$ cat src/rtl/sio_req_ctrl.sv
module sio_req_ctrl #(
  parameter int SYNC_STAGES = 2
) (
  input  logic        clk,
  input  logic        rst_n,
  input  logic        wr_en,
  input  logic [31:0] wr_data,
  output logic [31:0] rd_data,
  input  logic        cts_pin,
  input  logic        cts_clr,
  input  logic        tx_space,
  input  logic        rx_full,
  input  logic        rx_timeout,
  input  logic        err_frame,
  input  logic        err_parity,
  input  logic        err_overrun,
  output logic        cts_stat,
  output logic        irq,
  output logic        dma_tx_req,
  output logic        dma_rx_req
);

  localparam logic [31:0] WMASK = 32'h0000_FE00;

  logic       tx_dma_on, rx_dma_on, tx_irq_on, rx_irq_on, err_irq_on;
  logic [1:0] cts_mode;

  always_ff @(posedge clk or negedge rst_n) begin
    if (!rst_n) begin
      tx_dma_on  <= 1'b0;
      rx_dma_on  <= 1'b0;
      tx_irq_on  <= 1'b0;
      rx_irq_on  <= 1'b0;
      err_irq_on <= 1'b0;
      cts_mode   <= 2'b00;
    end else if (wr_en) begin
      tx_dma_on  <= wr_data[15];
      rx_dma_on  <= wr_data[14];
      tx_irq_on  <= wr_data[13];
      rx_irq_on  <= wr_data[12];
      err_irq_on <= wr_data[11];
      cts_mode   <= wr_data[10:9];
    end
  end

  assign rd_data = {16'h0000, tx_dma_on, rx_dma_on, tx_irq_on, rx_irq_on,
                    err_irq_on, cts_mode, 9'h000};

  logic [SYNC_STAGES-1:0] cts_sync;
  logic                   cts_prev;
  logic                   cts_now;

  always_ff @(posedge clk or negedge rst_n) begin
    if (!rst_n) begin
      cts_sync <= '0;
      cts_prev <= 1'b0;
    end else begin
      cts_sync <= {cts_sync[SYNC_STAGES-2:0], cts_pin};
      cts_prev <= cts_now;
    end
  end

  assign cts_now = cts_sync[SYNC_STAGES-1];

  logic cts_rise, cts_fall, cts_hit;
  assign cts_rise = cts_now & ~cts_prev;
  assign cts_fall = ~cts_now & cts_prev;
  assign cts_hit  = (cts_mode[0] & cts_rise) | (cts_mode[1] & cts_fall);

  always_ff @(posedge clk or negedge rst_n) begin
    if (!rst_n)       cts_stat <= 1'b0;
    else if (cts_hit) cts_stat <= 1'b1;
    else if (cts_clr) cts_stat <= 1'b0;
  end

  logic rx_ready, rx_err;
  assign rx_ready = rx_full | rx_timeout;
  assign rx_err   = err_frame | err_parity | err_overrun;

  assign dma_tx_req = tx_dma_on & tx_space;
  assign dma_rx_req = rx_dma_on & rx_ready;
  assign irq = (tx_irq_on & tx_space) | (rx_irq_on & rx_ready) |
               (err_irq_on & rx_err) | cts_stat;

  assert_rd_mask_R2: assert property (@(posedge clk) disable iff (!rst_n)
    wr_en |=> rd_data == ($past(wr_data) & WMASK));

  assert_txdma_space_R3: assert property (@(posedge clk) disable iff (!rst_n)
    !tx_space |-> !dma_tx_req);

  assert_rxdma_data_R4: assert property (@(posedge clk) disable iff (!rst_n)
    (!rx_full && !rx_timeout) |-> !dma_rx_req);

  assert_cts_none_R8: assert property (@(posedge clk) disable iff (!rst_n)
    (cts_mode == 2'b00 && !cts_stat) |=> !cts_stat);

  assert_cts_irq_R8: assert property (@(posedge clk) disable iff (!rst_n)
    cts_stat |-> irq);

  assert_cts_sticky_R9: assert property (@(posedge clk) disable iff (!rst_n)
    (cts_stat && !cts_clr) |=> cts_stat);

  assert_cts_edge_wins_R9: assert property (@(posedge clk) disable iff (!rst_n)
    (cts_clr && cts_hit) |=> cts_stat);

  assert_quiet_irq_R10: assert property (@(posedge clk) disable iff (!rst_n)
    (rd_data[13:11] == 3'b000 && !cts_stat) |-> !irq);

endmodule

$ cat config.mk
export PLATFORM = sky130hd
export DESIGN_NAME = sio_req_ctrl
export DESIGN_NICKNAME = d
export VERILOG_FILES = /design/src/rtl/sio_req_ctrl.sv
export SDC_FILE = /design/constraint.sdc
export NUM_CORES = 1
export LEC_CHECK = 0
export BUFFER_PORTS_ARGS = -buffer_cell sky130_fd_sc_hd__buf_2
export CAP_MARGIN = 20
export CORE_MARGIN = 4
export CORE_UTILIZATION = 29
export DETAILED_ROUTE_END_ITERATION = 7
export PLACE_DENSITY = 0.86
export SYNTH_ARGS = -nofsm -noshare
export SYNTH_HDL_FRONTEND = slang
export SYNTH_SLANG_ARGS = --single-unit
$ cat constraint.sdc
create_clock -name clk -period 0.8 [get_ports clk]
set_clock_uncertainty 0.1 [all_clocks]
set_input_delay 0.16 -clock clk [delete_from_list [all_inputs] [get_ports clk]]
set_output_delay 0.16 -clock clk [all_outputs]
set_load 0.05 [all_outputs]
**Word-level counts from Yosys, hierarchy flattened**

Cells that the tools add are included.

- Muxes and demuxes: 2
- Reduce and logical (&&, ||, !) cells: 1
- Bitwise operators: 18

Operators by type and width:

| cell | number |
|---|---|
| 1-bit AND | 9 |
| 1-bit OR | 7 |
| 1-bit 2-to-1 mux | 2 |
| 1-bit inverter | 2 |
| 2-bit nonzero test | 1 |

- Word-level logic and storage cells: 30
- Input port bits: 43
- Register bits after elaboration: 11

**Logic depth before layout (Yosys ltp)**

Gate-level depths: netlist of run 1.

- Word-level depth: 5
- Mapped depth: 2
- Depth with buffers taken out: 2

**Least setup slack after synthesis of run 1**

Ideal clock, no wire load.

- Path type: register to output
- Start point: register cts_stat
- End point: output irq
- Arrival: 1.149 ns
- Required time: 0.540 ns
- Stages on the path, launching flop included: 3
- Setup slack: -0.609 ns
- Cells stage by stage: dfrtp_1 > a21oi_1 > nand3_1

- Cells in the longest elaborated chain, start to end: 1

Ends and longest elaborated chain:

| element | RTL line | source |
|---|---|---|
| from (decl) | 17 | `output logic cts_stat,` |
| from (signal assigned) | 71 | `if (!rst_n) cts_stat <= 1'b0;` |
| from (signal assigned) | 72 | `else if (cts_hit) cts_stat <= 1'b1;` |
| from (signal assigned) | 73 | `else if (cts_clr) cts_stat <= 1'b0;` |
| 1-bit OR | 83 | `(err_irq_on & rx_err) \| cts_stat;` |
| to (decl) | 18 | `output logic irq,` |

Every way passes these cells.

**Worst setup path after layout of run 1**

- Start point: register err_irq_on
- End point: output irq

- Cells in the longest elaborated chain, start to end: 3

Ends and longest elaborated chain:

| element | RTL line | source |
|---|---|---|
| from (decl) | 25 | `logic tx_dma_on, rx_dma_on, tx_irq_on, rx_irq_on, err_irq_on;` |
| from (signal assigned) | 41 | `err_irq_on <= wr_data[11];` |
| 1-bit AND | 83 |  |
| 1-bit OR | 82 | `assign irq = (tx_irq_on & tx_space) \| (rx_irq_on & rx_ready) \|` |
| 1-bit OR | 83 |  |

Every way passes these cells.

==> results of run 1 <==
layer usage:
metal  part of all wire, %  track usage, %
met3                    12           3.678
met4                     0           2.034
met5                     0               0
met1                    34           8.898
met2                    54           16.34
stage by stage:
| stage | hold WS, ns | instances | setup slack, ns | power [W] | area [um2] |
|---|---|---|---|---|---|
| 6_report | 0.002292 | 129 | -0.5426 | 0.002001 | 1026 |
| 5_1_grt | 0.01194 | 129 | -0.6185 | 0.002098 | 1026 |
| 4_1_cts | 0.005538 | 126 | -0.5639 | 0.001946 | 959.7 |
| 3_5_place_dp | -0.05786 | 115 | -0.3701 | 0.001406 | 784.5 |
| 3_3_place_gp | -0.06788 | 115 | -0.3637 | 0.001397 | 784.5 |
| 2_1_floorplan | -0.2356 | 84 | -0.3279 | 0.001395 | 819.5 |
power by group through the flow:
| stage | logic [W] | registers [W] | clock network, W |
|---|---|---|---|
| floorplan | 0.000676 | 0.000719 | 0 |
| global placement | 0.000743 | 0.000654 | 0 |
| detailed placement | 0.000749 | 0.000657 | 0 |
| CTS | 0.000909 | 0.000649 | 0.000388 |
| global route | 0.00102 | 0.000662 | 0.000415 |
| finish | 0.000981 | 0.000654 | 0.000366 |
timing repair:
| item | in CTS | in global routing |
|---|---|---|
| pin swaps | 2 | 0 |
| hold endpoints to repair | 12 | 0 |
| setup endpoints to repair | 19 | 19 |
| hold buffers | 2 | 0 |
| setup buffers | 6 | 3 |
| resized for setup | 29 | 11 |
state kept, by name (all words and copies together), names as in the netlist:
| name | cells |
|---|---|
| cts_prev | 1 |
| tx_dma_on | 1 |
| tx_irq_on | 1 |
| cts_stat | 1 |
| err_irq_on | 1 |
| rx_irq_on | 1 |
| cts_sync | 2 |
| cts_mode | 2 |
| rx_dma_on | 1 |
path summary, 6_finish.rpt:
path,endpoint,cells after the start
setup / recovery,irq,4
hold / removal,cts_stat$_DFFE_PN0P_,2
setup reg to reg,rx_irq_on$_DFFE_PN0P_,3
hold reg to reg,cts_sync[1]$_DFF_PN0_,0
max in group asynchronous,cts_mode[0]$_DFFE_PN0P_,2
min in group asynchronous,tx_irq_on$_DFFE_PN0P_,2
layout make-up:
cell class                 count  area (um2)  share of cell area, %
sequential                    11       279.0                  27.20
clock buffer                   4       26.28                  2.561
inverter                       1       3.754                 0.3659
multi-input combinational     41       295.3                  28.78
tap                           28       35.03                  3.415
timing repair buffer          44       386.6                  37.68
cell usage after synthesis:
library cell   n
a21oi_1        1
and2_1         1
dfrtp_1       11
nand2_1        1
conb_1         1
buf_6          1
o221ai_1       1
nand3b_1       1
o21ai_0        1
nand3_1        1
buf_4         30
inv_1          1
mux2_4         7
o31ai_1        1
o21a_1         1
cells by family (layout without fill, tap and decap cells):
group | after synthesis | after routing | synth area share (%)
compound gates | 5 | 5 | 4.963
flops | 11 | 11 | 40.44
buf+inv | 32 | 49 | 35.29
simple gates | 4 | 4 | 3.309
mux | 7 | 7 | 15.44
other cells | 1 | 25 | 0.5509
critical path: cells and delay by family (launching register included):
kind                   cells  cell delay (ns)
AO/OA/AOI/OAI              1             0.07
buffers and inverters      2             0.31
flip-flops                 1             0.38
AND/OR/NAND/NOR            1             0.07
==> flow_summary.ini, run 1 <==
[outcome]
status = finished, violations left
violations = negative setup slack

[setup_path]
critPathRequiredTime_ns = 0.54
critPathCaptureType = primary output
rrSetupSlack_ns = -0.31
start_kind = flip-flop
r2r_start = rx_irq_on$_DFFE_PN0P_
critical_path.max_stage_delay_ns = 0.38
worstPathMaxFanout = 2
crit_arrival_ns = 1.08
crit_path_start = err_irq_on$_DFFE_PN0P_
path_cells = o31ai_1, buf_4, nand3_4, buf_8
worstSetupPathType = reg -> out
cpMaxStageDelayCell = dfrtp_1

[logic_synthesis]
syn_avg_cell_area_um2 = 11.34
synth_area_um2 = 680.7
synth.area.top_cells = dfrtp_1 40%, buf_4 33%, mux2_4 15%
synth_cells = 60
yosysTopAreaCellShare_pct = 40.44
yosysUniqueCellTypes = 15
yosys_warnings = 0
synth_top_cell_by_area = dfrtp_1
ys_seq_area_share_pct = 40.44
ys_seq_elements = 11

[clock_tree]
clock_latency_ns = 0.26
root_buffer = clkbuf_4
cts-htree-levels = 1
cts_sinks = 11
cts_tree = built
clk_pin_slew_worst_paths_ns = 0.07
cts_max_path_buffers = 2
cts_buffers = 3

[placed_design]
port_buffers = 28
dp_hpwl_um = 1076
finalWeightedCongestion = 0.7702

[layout]
layout_common_cells = 25 x conb_1, 17 x buf_2, 9 x buf_6
final_util_pct = 45.94
layout-drive-gt1-share_pct = 60.40
num_antenna_cells = 0
area_growth_pct = 50.73
nFillCells = 210
final_common_cell = conb_1
final_nets = 145

[timing]
rsz0062_at_grt = yes
setup_tns_ns = -6.023
max_freq_ghz = 0.7448
final-setup-viol-count = 19
maxSlewViolCount = 0
hold_viol_final = 0
period_share_pct = 167.8
layout_min_cycle_time_ns = 1.343
timing.final.ws_setup_ns = -0.5426

[global_route]
antenna_found_initial = 0
grtUsageTotal_pct = 8.762
grt_overflow = 0
grt_pass1_wl_um = 2104
grt_pass1_vias = 445
grt_start_max_net_pins = 12

[drt]
drt-total-wl_um = 1418
wire_per_inst_um = 10.99
drtIter0Drc = 8
dr.pass1.iters = 2
vias_per_cell = 3.721
vias = 480
drc_errors = 0
antenna_left = 0

[hold_path]
min_from = cts_clr
min_path_type = in -> reg

[die]
die_y_um = 56.45
start_util_pct = 30.48
rows = 17
pin_count = 79
die_area_mm2 = 0.003186
dieWidth_um = 56.45
core-area_mm2 = 0.002233

[pwr]
seqPwrFrac_pct = 32.7
power.leakage_nw = 0.5344
clkPwrFrac_pct = 18.3
swShare_pct = 41.36
pwr-share-comb_pct = 49.0
ir_drop_uv = 944.9
internal-power_w = 0.001173
powerDensity_mw_per_mm2 = 1950
p_sw_w = 0.0008275

[run]
cap_violations = 0
Note: power is estimated with default switching activity, not from simulation.
==> run 2, diff against run 1 <==
--- a/config.mk
+++ b/config.mk
@@ -12,4 +12,5 @@
 export DETAILED_ROUTE_END_ITERATION = 7
 export PLACE_DENSITY = 0.86
+export SLEW_MARGIN = 15
 export SYNTH_ARGS = -nofsm -noshare
 export SYNTH_HDL_FRONTEND = slang
==> constraint.sdc (replaced) <==
create_clock -name clk -period 0.8 [get_ports clk]
set_clock_uncertainty 0.1 [all_clocks]
set_input_delay 0.16 -clock clk [delete_from_list [all_inputs] [get_ports clk]]
set_output_delay 0.16 -clock clk [all_outputs]
set_load 0.01 [all_outputs]
==> run 2 against run 1 <==
  * Power down 29%
  * Critical path type unchanged
  * Largest cell class is now sequential cells
  * First-iteration DRC count shrank 75%
  * Die area is the same
  * The run still ends with negative setup slack left
  * Worst setup slack improved by 0.090 ns
  * Sequential share of layout area increased by 4.8 points
  * Cell area shrank 16%
  * Count of clock-buffer cells in the layout unchanged
==> flow_summary.ini, run 2 (same netlist as run 1, synthesis figures left out) <==
[timing]
holdWs_ns = 0.02202
maxSlewViolCount = 0
final-setup-viol-count = 19
setup_tns_ns = -4.901
hold_viol_final = 0
rsz0062_at_grt = yes
max_freq_ghz = 0.7984
period_share_pct = 156.6
timing.final.ws_setup_ns = -0.4525
layout_min_cycle_time_ns = 1.252

[layout]
final_util_pct = 38.54
final_common_cell = conb_1
layout-drive-gt1-share_pct = 50.00
num_antenna_cells = 0
layout_common_cells = 25 x conb_1, 23 x buf_2, 11 x dfrtp_1
area_growth_pct = 26.47
reg_top3 = cts_mode x2, cts_sync x2
final_nets = 138

[clock_tree]
cts_max_path_buffers = 2
cts_tree = built
cts_sinks = 11
clock_latency_ns = 0.26
root_buffer = clkbuf_4
cts_buffers = 3
clk_pin_slew_worst_paths_ns = 0.06
cts-htree-levels = 1

[pwr]
power.leakage_nw = 0.4719
total_power_w = 0.001423
ir_drop_uv = 951.5
powerDensity_mw_per_mm2 = 1653

[die]
dieWidth_um = 56.45
pin_count = 79
core-area_mm2 = 0.002233
die_y_um = 56.45
start_util_pct = 30.48
rows = 17
die_area_mm2 = 0.003186

[placed_design]
preCtsSetupSlack_ns = -0.2343
port_buffers = 28
finalWeightedCongestion = 0.6280

[setup_path]
crit_arrival_ns = 0.99
start_kind = flip-flop
critPathRequiredTime_ns = 0.54
critPathCaptureType = primary output
worstSetupPathType = reg -> out
crit_path_start = tx_irq_on$_DFFE_PN0P_
r2r_start = tx_irq_on$_DFFE_PN0P_
worstPathMaxFanout = 2

[global_route]
grt_start_max_net_pins = 12
grt_overflow = 0
grt_pass1_vias = 447
grt_pass1_wl_um = 2028
antenna_found_initial = 0
grtUsageTotal_pct = 8.524

[drt]
antenna_left = 0
drc_errors = 0
drt-total-wl_um = 1276
wire_per_inst_um = 10.46
vias = 449
drtIter0Drc = 2
dr.pass1.iters = 2
vias_per_cell = 3.680

[run]
cap_violations = 0

[hold_path]
min_path_type = in -> reg
min_from = wr_data[11]

[outcome]
violations = negative setup slack
status = finished, violations left
run 2: cell types whose count changed in the layout (fill, tap and decap cells not counted), sizes merged:
| cell | previous run | this run |
|---|---|---|
| buf | 42 | 35 |
run 2: power breakdown:
group / leakage (nW) / switching (W) / internal (W) / total (W)
Combinational: 0.328 / 0.000181 / 0.000234 / 0.000415
Clock: 0.0150 / 0.000169 / 0.000193 / 0.000362
Sequential: 0.129 / 0.0000390 / 0.000607 / 0.000646
Total: 0.472 / 0.000390 / 0.00103 / 0.00142
run 2: repair_timing:
action / CTS / global route
gates resized for setup: 6 / 5
setup endpoints to repair: 19 / 19
hold buffers: 2 / 0
pin swaps: 2 / 0
buffers inserted: 4 / 2
endpoints found under the hold margin: 12 / 0
run 2: path summary, 6_finish.rpt:
kind | to | slack (ns) | depth (start not counted)
setup / recovery | irq | -0.45 | 3
min in group asynchronous | cts_mode[0]$_DFFE_PN0P_ | 0.19 | 2
hold reg to reg | cts_sync[1]$_DFF_PN0_ | 0.26 | 0
setup reg to reg | tx_irq_on$_DFFE_PN0P_ | -0.21 | 2
max in group asynchronous | tx_dma_on$_DFFE_PN0P_ | 0.21 | 2
hold / removal | err_irq_on$_DFFE_PN0P_ | 0.02 | 2
run 2: critical path: stages (launching register included):
cell     delay [ns]
dfrtp_1        0.39
a21oi_2        0.13
nand3_1        0.07
buf_2          0.14
run 2: per-stage QoR:
step | std cells | instance area, um2
global route | 122 | 860.8
finish | 122 | 860.8
global placement | 110 | 719.4
floorplan | 84 | 773.2
CTS | 120 | 825.8
detailed placement | 110 | 719.4
run 2: routing by layer:
metal	track usage (%)	routed length, um
met1	7.768	391
met4	1.017	0
met3	7.126	260
met2	14.85	624
met5	0	0
run 2: cell type report:
type / instances / area (um2)
Fill cell: 239 / 1373
Tap cell: 28 / 35.03
Timing Repair Buffer: 37 / 259.0
Sequential cell: 11 / 275.3
Inverter: 1 / 3.754
Multi-Input combinational cell: 41 / 261.5
Clock buffer: 4 / 26.28
==> run 3, diff against run 2 <==
CELL_PAD_IN_SITES_DETAIL_PLACEMENT = 2   (was default)
CELL_PAD_IN_SITES_GLOBAL_PLACEMENT = 2   (was default)
CORE_UTILIZATION = 14   (was 29)
PLACE_DENSITY = 0.85   (was 0.86)
==> run 3 against run 2 <==
  * The flow still finishes with violations (negative setup slack)
  * Clock power is 52% higher
  * Routed wire length is 30% higher
  * Utilization is 18 points lower
  * Critical path depth stayed put
  * Sequential cell count stayed put
  * Cell count is 34% higher
  * Non-clock buffer count is 2 higher
  * Combinational power is 14% higher
  * Critical path type unchanged
  * Largest cell class is now buffers
  * Largest power group unchanged
==> flow_summary.ini, run 3 (same netlist as run 1, synthesis figures left out) <==
[layout]
final_nets = 140
num_antenna_cells = 0
stdcell_area_um2 = 964.7
final_common_cell = conb_1
layout_common_cells = 25 x conb_1, 23 x buf_2, 13 x buf_6
nFillCells = 535
layout-drive-gt1-share_pct = 53.13
stdcell_count = 163
reg_top3 = cts_mode x2, cts_sync x2
area_growth_pct = 41.73

[die]
core-area_mm2 = 0.004723
die_y_um = 77.73
dieWidth_um = 77.73
die_area_mm2 = 0.006041
rows = 25
pin_count = 79
start_util_pct = 14.41

[timing]
layout_min_cycle_time_ns = 1.255
maxSlewViolCount = 0
period_share_pct = 156.9
hold_viol_final = 0
final-setup-viol-count = 19
timing.final.ws_setup_ns = -0.4552
holdWs_ns = 0.04561
rsz0062_at_grt = yes
max_freq_ghz = 0.7967

[drt]
drt-total-wl_um = 1659
drc_errors = 0
wire_per_inst_um = 10.18
dr.pass1.iters = 3
vias = 459
drtIter0Drc = 5
vias_per_cell = 2.816
antenna_left = 0

[setup_path]
critPathRequiredTime_ns = 0.54
crit_arrival_ns = 1.00
worstSetupPathType = reg -> out
critical_path.max_stage_delay_ns = 0.40
crit_family = flip-flops
path_buf_inv = 1
cpMaxStageDelayCell = dfrtp_1
critPathCaptureType = primary output
start_kind = flip-flop
path_cells = a21oi_2, nand3_1, buf_2
worstPathMaxFanout = 2

[pwr]
ir_drop_uv = 414.4
powerDensity_mw_per_mm2 = 1732
power.leakage_nw = 0.4946

[outcome]
violations = negative setup slack
status = finished, violations left

[global_route]
grt_pass1_vias = 490
grt_start_max_net_pins = 12
antenna_found_initial = 0
grt_pass1_wl_um = 2477
grtUsageTotal_pct = 5.316
grt_overflow = 0

[placed_design]
place_inst = 151
place_area_um2 = 783.3
finalWeightedCongestion = 0.6073
port_buffers = 28

[clock_tree]
clock_latency_ns = 0.24
clk_pin_slew_worst_paths_ns = 0.05
root_buffer = clkbuf_8
cts-htree-levels = 1
cts_max_path_buffers = 2
cts_tree = built
cts_buffers = 3
cts_sinks = 11

[hold_path]
min_path_type = in -> reg

[run]
cap_violations = 0
## run 3: cell count changes in the layout (fill, tap and decap cells not counted), sizes merged
| cell | before | now |
|---|---|---|
| buf | 35 | 37 |
## run 3: layer usage
metal | global-route usage (%) | share of wire [%]
met1 | 5.994 | 35
met2 | 8.305 | 51
met3 | 2.552 | 12
met4 | 2.669 | 1.6
met5 | 0 | 0
## run 3: power breakdown
| part | switching, W | internal, W |
|---|---|---|
| clock network | 0.000201 | 0.000349 |
| logic | 0.000203 | 0.000270 |
| registers | 0.0000401 | 0.000608 |
| total | 0.000444 | 0.00123 |
## run 3: layout make-up
type,count,area (um2),share of cell area (%)
Sequential cell,11,275.3,28.53
Clock buffer,4,45.04,4.669
Inverter,1,3.754,0.3891
Multi-Input combinational cell,41,267.8,27.76
Timing Repair Buffer,39,289.0,29.96
Tap cell,67,83.83,8.690
## run 3: what timing repair did
| action | 4_1_cts | 5_1_grt |
|---|---|---|
| gates resized for setup | 10 | 8 |
| buffers inserted | 5 | 4 |
| cloned | 0 | 0 |
| endpoints found under the setup margin | 19 | 19 |
| hold buffers | 2 | 0 |
| pin swaps | 2 | 1 |
| hold endpoints to repair | 12 | 0 |
## run 3: final timing paths
| kind | start | end | slack, ns | cells past startpoint |
|---|---|---|---|---|
| setup reg to reg | tx_irq_on$_DFFE_PN0P_ | tx_irq_on$_DFFE_PN0P_ | -0.32 | 3 |
| min in group asynchronous | rst_n | cts_mode[1]$_DFFE_PN0P_ | 0.25 | 2 |
| hold / removal | cts_clr | cts_stat$_DFFE_PN0P_ | 0.05 | 2 |
| setup / recovery | tx_irq_on$_DFFE_PN0P_ | irq | -0.46 | 3 |
| max in group asynchronous | rst_n | tx_irq_on$_DFFE_PN0P_ | 0.14 | 2 |
| hold reg to reg | cts_sync[0]$_DFF_PN0_ | cts_sync[1]$_DFF_PN0_ | 0.25 | 0 |
## run 3: per-stage QoR
step / util (%) / power (W) / setup WS, ns / setup TNS [ns]
after global routing: 20.42 / 0.001800 / -0.5181 / -5.645
after global placement: 16.58 / 0.0009768 / -0.2767 / -1.805
after floorplan: - / 0.0009564 / -0.09969 / -0.5188
after detailed placement: 16.58 / 0.0009888 / -0.2734 / -1.904
after CTS: 19.36 / 0.001632 / -0.4666 / -4.676
final: 20.42 / 0.001671 / -0.4552 / -4.959
